--- src/rtl/peak_gate_seq.sv ---
module peak_gate_seq #(
  parameter int DW       = 13,
  parameter int MIN_EXT  = 10,
  parameter int DEAD_CYC = 240,
  parameter int RW       = 16,
  parameter int THR_MAX  = 99
) (
  input  logic          clk,
  input  logic          rst,
  input  logic          mode_ext,
  input  logic          disc_above,
  input  logic          ext_gate,
  input  logic          peak_det,
  input  logic          adc_ready,
  input  logic [DW-1:0] adc_data,
  input  logic          thr_we,
  input  logic [6:0]    thr_wdata,
  output logic          hold,
  output logic          adc_start,
  output logic          busy,
  output logic          sample_valid,
  output logic [DW-1:0] sample_data,
  output logic [6:0]    thr_code,
  output logic [RW-1:0] rej_cnt
);
  localparam int EW = $clog2(MIN_EXT + 1);
  localparam int CW = $clog2(DEAD_CYC + 1);

  typedef enum logic [1:0] {S_IDLE, S_GATED, S_CONV, S_DEAD} st_t;

  st_t           st;
  logic          mode_q, pk;
  logic [EW-1:0] ecnt;
  logic [CW-1:0] dcnt;
  logic          gate_now, close_ok, dead_done;

  assign gate_now  = ((st == S_IDLE) ? mode_ext : mode_q) ? ext_gate : disc_above;
  assign close_ok  = !mode_q || (pk && ecnt >= EW'(MIN_EXT));
  assign dead_done = dcnt == CW'(DEAD_CYC - 1);

  assign hold      = st == S_CONV;
  assign busy      = (st == S_CONV) || (st == S_DEAD);
  assign adc_start = (st == S_CONV) && (dcnt == '0);

  always_ff @(posedge clk) begin
    if (rst) begin
      st           <= S_IDLE;
      mode_q       <= 1'b0;
      pk           <= 1'b0;
      ecnt         <= '0;
      dcnt         <= '0;
      sample_valid <= 1'b0;
      sample_data  <= '0;
      rej_cnt      <= '0;
      thr_code     <= '0;
    end else begin
      sample_valid <= 1'b0;
      if (thr_we)
        thr_code <= (thr_wdata > 7'(THR_MAX)) ? 7'(THR_MAX) : thr_wdata;
      case (st)
        S_IDLE: if (gate_now) begin
          st     <= S_GATED;
          mode_q <= mode_ext;
          pk     <= 1'b0;
          ecnt   <= '0;
        end
        S_GATED: begin
          if (!gate_now) begin
            dcnt <= '0;
            if (close_ok) st <= S_CONV;
            else begin
              st      <= S_IDLE;
              rej_cnt <= rej_cnt + 1'b1;
            end
          end else if (peak_det) begin
            pk   <= 1'b1;
            ecnt <= '0;
          end else if (pk && ecnt < EW'(MIN_EXT)) begin
            ecnt <= ecnt + 1'b1;
          end
        end
        S_CONV: begin
          if (!dead_done) dcnt <= dcnt + 1'b1;
          if (adc_ready) begin
            sample_valid <= 1'b1;
            sample_data  <= adc_data;
            st           <= dead_done ? S_IDLE : S_DEAD;
          end
        end
        S_DEAD: begin
          if (dead_done) st <= S_IDLE;
          else dcnt <= dcnt + 1'b1;
        end
        default: st <= S_IDLE;
      endcase
    end
  end
endmodule

--- config.mk ---
export PLATFORM = sky130hd
export DESIGN_NAME = peak_gate_seq
export DESIGN_NICKNAME = d
export VERILOG_FILES = /design/src/rtl/peak_gate_seq.sv
export SDC_FILE = /design/constraint.sdc
export NUM_CORES = 1
export LEC_CHECK = 0
export ABC_CLOCK_PERIOD_IN_PS = 3500
export BUFFER_PORTS_ARGS = -buffer_cell sky130_fd_sc_hd__buf_2
export CORE_MARGIN = 4
export CORE_UTILIZATION = 56
export DETAILED_ROUTE_END_ITERATION = 16
export HOLD_SLACK_MARGIN = 0.12
export PLACE_DENSITY = 0.94
export SETUP_SLACK_MARGIN = 0.4
export SYNTH_ARGS = -nofsm -noshare
export SYNTH_HDL_FRONTEND = slang
export SYNTH_SLANG_ARGS = --single-unit
--- constraint.sdc ---
create_clock -name clk -period 3.5 [get_ports clk]
set_clock_uncertainty 0.15 [all_clocks]
set_input_delay 0.35 -clock clk [delete_from_list [all_inputs] [get_ports clk]]
set_output_delay 0.35 -clock clk [all_outputs]
set_load 0.05 [all_outputs]
# Word level (Yosys, flattened, before mapping)
# Cells that the tools add are included.
# Widths: inputs -> output; s select.
[totals]
output_inout_bits = 40
reg_bits = 53
[op_classes]
magnitude_cmp = 3
reduce_logical = 19
mux = 23
add_sub_neg = 3
n_bitwise = 3
n_eq_ne = 12
[ops]
columns = ["operator", "n"]
rows = [
  ["$add 16x1->16 const B", 1],
  ["$mux 4", 4],
  ["$mux 8", 2],
  ["$pmux 8 s2", 1],
  ["$ne 2x2->1 const B", 7],
  ["$mux 2", 6],
  ["$reduce_and 4->1", 3],
  ["$add 8x1->8 const B", 1],
  ["$eq 8x8->1 const B", 1],
  ["$logic_not 8->1", 1],
  ["$pmux 2 s4", 1],
  ["$pmux 4 s2", 1],
  ["$gt 7x7->1 const B", 1],
  ["$mux 7", 1],
  ["$mux 1", 6],
  ["$reduce_and 3->1", 2],
  ["$add 4x1->4 const B", 1],
  ["$eq 2x2->1 const B", 2],
  ["$ge 4x4->1 const B", 1],
  ["$lt 4x4->1 const B", 1],
  ["$reduce_and 2->1", 2],
  ["$reduce_bool 2->1", 2],
  ["$reduce_or 2->1", 2],
  ["$logic_and 1x1->1", 3],
  ["other kinds (7)", 10],
]

# Logic depth before layout (Yosys ltp)
[depth]
depth_word = 6
depth_mapped = 8

# Least setup slack after synthesis
# Ideal clock, no wire load.
[synth_timing]
path_kind = "register to output"
start = "register st[0]"
end = "output port adc_start"
path_stages_with_launch = 4
arrival_ns = 1.828
path_buffers = 1
slack_ns = 1.172
cell_sequence = "dfxtp_1 -> buf_4 -> nor2b_1 -> and3_1"
[synth_via]
elab_chain_len = 2
[synth_lines]
columns = ["element", "line", "source"]
rows = [
  ["start: declaration", "31", "st_t st;"],
  ["start signal: assignment", "87", "st <= dead_done ? S_IDLE : S_DEAD;"],
  ["$eq 2x2->1", "n/a", ""],
  ["named net hold", "18", "output logic hold,"],
  ["$logic_and 1x1->1", "43", "assign adc_start = (st == S_CONV) && (dcnt == '0);"],
  ["end: declaration", "19", "output logic adc_start,"],
]
# The timed path passes the listed nets, and every way through them passes these cells.

# Worst setup path in the final report
[layout_timing]
start = "register st[1]"
end = "output port adc_start"
[layout_via]
elab_chain_len = 2
[layout_lines]
columns = ["element", "line"]
rows = [
  ["$eq 2x2->1", "43"],
  ["$logic_and 1x1->1", "43"],
]
# No other way between the ends.

==> impl_metrics.tcl <==
set metrics [dict create \
    endpoint_kind "primary output" \
    status "completed" \
    regArea_um2 1060 \
    slew_headroom_pct 59.3 \
    hold_violations 0 \
    ir_drop_mv 0.305 \
    io_pins 68 \
    leakagePower_nw 1.21 \
    fill_cells 323 \
    dr_total_vias 2384 \
    path_clk_slew_ns 0.09 \
    io_buffers 67 \
    critical_path_class "reg2out" \
    netlist_area_um2 2510 \
    final_common_cell "buf_2" \
    routabilityCongestion 0.884 \
    wl_met3_um 379 \
    worstPathArrival_ns 1.80 \
    antenna_cells 0 \
    seq_area_frac_synth_pct 42.3 \
    tightest_slew_ns 0.609 \
    die_h_um 74.9 \
    max_freq_mhz 435 \
    powerDensity_nw_per_um2 387 \
    rows 24 \
    most-common-layout-cells "buf_2 (67), dfxtp_1 (53), nand2_1 (38), a21oi_1 (34), nor2_1 (16)" \
    numCtsBuffers 5 \
    first_global_vias 2141 \
    wl_um 6080 \
    crit_fanout 22 \
    clockRootBuffer "clkbuf_8" \
    overflow 0 \
    dieArea_um2 5610 \
    wirelength_met1_um 2510 \
    antenna_found_initial 0 \
    die-width_um 74.9 \
    async_flop_share_pct 0 \
    initialDrtViolationCount 171 \
    dr.max_layer_used "met4" \
    startpoint_type "flop" \
    clk_latency_ns 0.32 \
    synth_area_leaders "dfxtp_1 (42%), a21oi_1 (6.8%), nand2_1 (5.7%)" \
    avgSynthCellArea_um2 8.58 \
    cap_viol_max_count 0 \
    synth_ff_type "dfxtp_1" \
    layout-drive-gt1-share_pct 24.3 \
    finalCritPeriodShare_pct 65.7 \
    first_pass_iters 4 \
    fin_setup_tns_ns 0 \
    initial_utilization_pct 57.6 \
    h-tree-depth 2 \
    area_growth_syn_to_layout_pct 20.4 \
    setup_viol 0 \
    cts_hold_buffers 8 \
    cp.required_ns 3.00 \
    ys_ff_latch 53 \
    hold_path.class "in2reg" \
    track_usage_pct 22.0 \
    yosysTopAreaCellShare_pct 42.3 \
    synth_top_area_cell "dfxtp_1" \
    syn_nets 325 \
    multiInputGateArea_um2 1340 \
    nNetsFinal 394 \
    grt_pass1_wl_um 9780 \
    ant_nets 0 \
    drv_slew 0 \
    wl_met2_um 3100 \
    syn_inst 292 \
    rsz0062_at_grt "false" \
    grt_max_degree 36 \
    hpwl_um 4100 \
    period_minus_slack_ns 2.30 \
    postCtsResizedCells 0 \
    synth.distinct_cells 47 \
    clock_path_buffers 2 \
    coreArea_um2 4350 \
    synth_edf_count 0 \
    cts_tree "yes" \
    postCtsSetupBuffers 0 \
    fin_util_pct 69.3 \
    route.detailed.wl_per_inst_um 14.7 \
    fin_hold_ws_ns 0.108 \
    drc_errors 0 \
    ys_warn_count 0 \
    cts.sinks 53 \
    vias_per_cell 5.76 \
]
-- layer usage --
metal  vias to the layer above  GRT usage (%)
li1                       1195              -
met1                      1098           26.5
met2                        81           38.1
met3                        10           5.47
met4                         0           7.71
met5                         -              0
-- critical path, stage by stage, from the launching register on --
cell and delay, ns:
dfxtp_1 0.72, nor2b_1 0.32, and3_1 0.18, buf_2 0.25
-- registers in the layout, indices dropped and copies added, names as in the netlist --
| signal | flops |
|---|---|
| mode_q | 1 |
| rej_cnt | 16 |
| sample_data | 13 |
| pk | 1 |
| thr_code | 7 |
| dcnt | 8 |
| st | 2 |
| sample_valid | 1 |
| ecnt | 4 |
-- cell type report --
cell class / count / area share, %
tap: 52 / 2.16
sequential: 53 / 35.2
timing repair buffer: 76 / 14.0
multi-input combinational: 214 / 44.4
clock buffer: 6 / 2.40
inverter: 11 / 1.37
clock inverter: 2 / 0.498
-- per-stage QoR --
stage | instance area, um2 | std cells | setup slack [ns] | power, mW
2_1_floorplan | 2510 | 292 | 1.17 | 0.778
3_3_place_gp | 2850 | 398 | 1.30 | 0.819
3_5_place_dp | 2850 | 398 | 1.22 | 0.824
4_1_cts | 3020 | 414 | 1.20 | 1.17
5_1_grt | 3020 | 414 | 0.995 | 1.21
6_report | 3020 | 414 | 1.20 | 1.17
-- cells by family (layout without fill, tap and decap cells) --
kind of cell             after synthesis  in the layout  synth area share, %
AND/OR/NAND/NOR                      125            125                 27.3
AO/OA/AOI/OAI                         68             68                 17.3
flip-flops                            53             53                 42.3
buffers and inverters                 25             95                 4.19
multiplexers                          11             11                 4.64
adder cells (fa/ha/maj)                5              5                 2.50
XOR/XNOR                               5              5                 1.75
-- path summary, 6_finish.rpt --
kind                                                  start                           to  slack, ns  depth (start not counted)
worst min-delay path                            adc_data[8]  sample_data[8]$_SDFFE_PP0P_       0.11                          3
worst min register to register  sample_data[6]$_SDFFE_PP0P_  sample_data[6]$_SDFFE_PP0P_       0.31                          2
worst max-delay path                     st[1]$_SDFFE_PP0P_                    adc_start       1.20                          3
worst max register to register         ecnt[0]$_SDFFE_PP0P_     rej_cnt[15]$_SDFFE_PP0P_       1.22                          6
-- where the power goes --
group / internal, mW / total (mW) / switching [mW]
clock network: 0.141 / 0.347 / 0.206
logic: 0.0624 / 0.179 / 0.117
registers: 0.619 / 0.642 / 0.0227
-- synthesized netlist by cell type (2+ instances only) --
| master | number |
|---|---|
| mux2i_1 | 6 |
| clkbuf_1 | 11 |
| o211ai_1 | 3 |
| o2111ai_1 | 2 |
| xor2_1 | 5 |
| or4_1 | 8 |
| nor4_1 | 3 |
| a31oi_1 | 2 |
| o32ai_1 | 2 |
| o31ai_1 | 7 |
| a21oi_1 | 34 |
| nand2_1 | 38 |
| and2_1 | 2 |
| or3_1 | 4 |
| mux2_2 | 5 |
| and4_1 | 2 |
| and3_1 | 4 |
| o21a_1 | 2 |
| nand3_1 | 12 |
| nand2b_1 | 4 |
| o221a_2 | 2 |
| or3b_2 | 2 |
| inv_1 | 11 |
| o21ai_0 | 10 |
| ha_1 | 5 |
| nor4b_1 | 2 |
| nor2b_1 | 5 |
| nor3_1 | 8 |
| nand4_1 | 4 |
| dfxtp_1 | 53 |
| nand3b_1 | 3 |
| nor2_1 | 16 |
(Power assumes the default switching activity.)
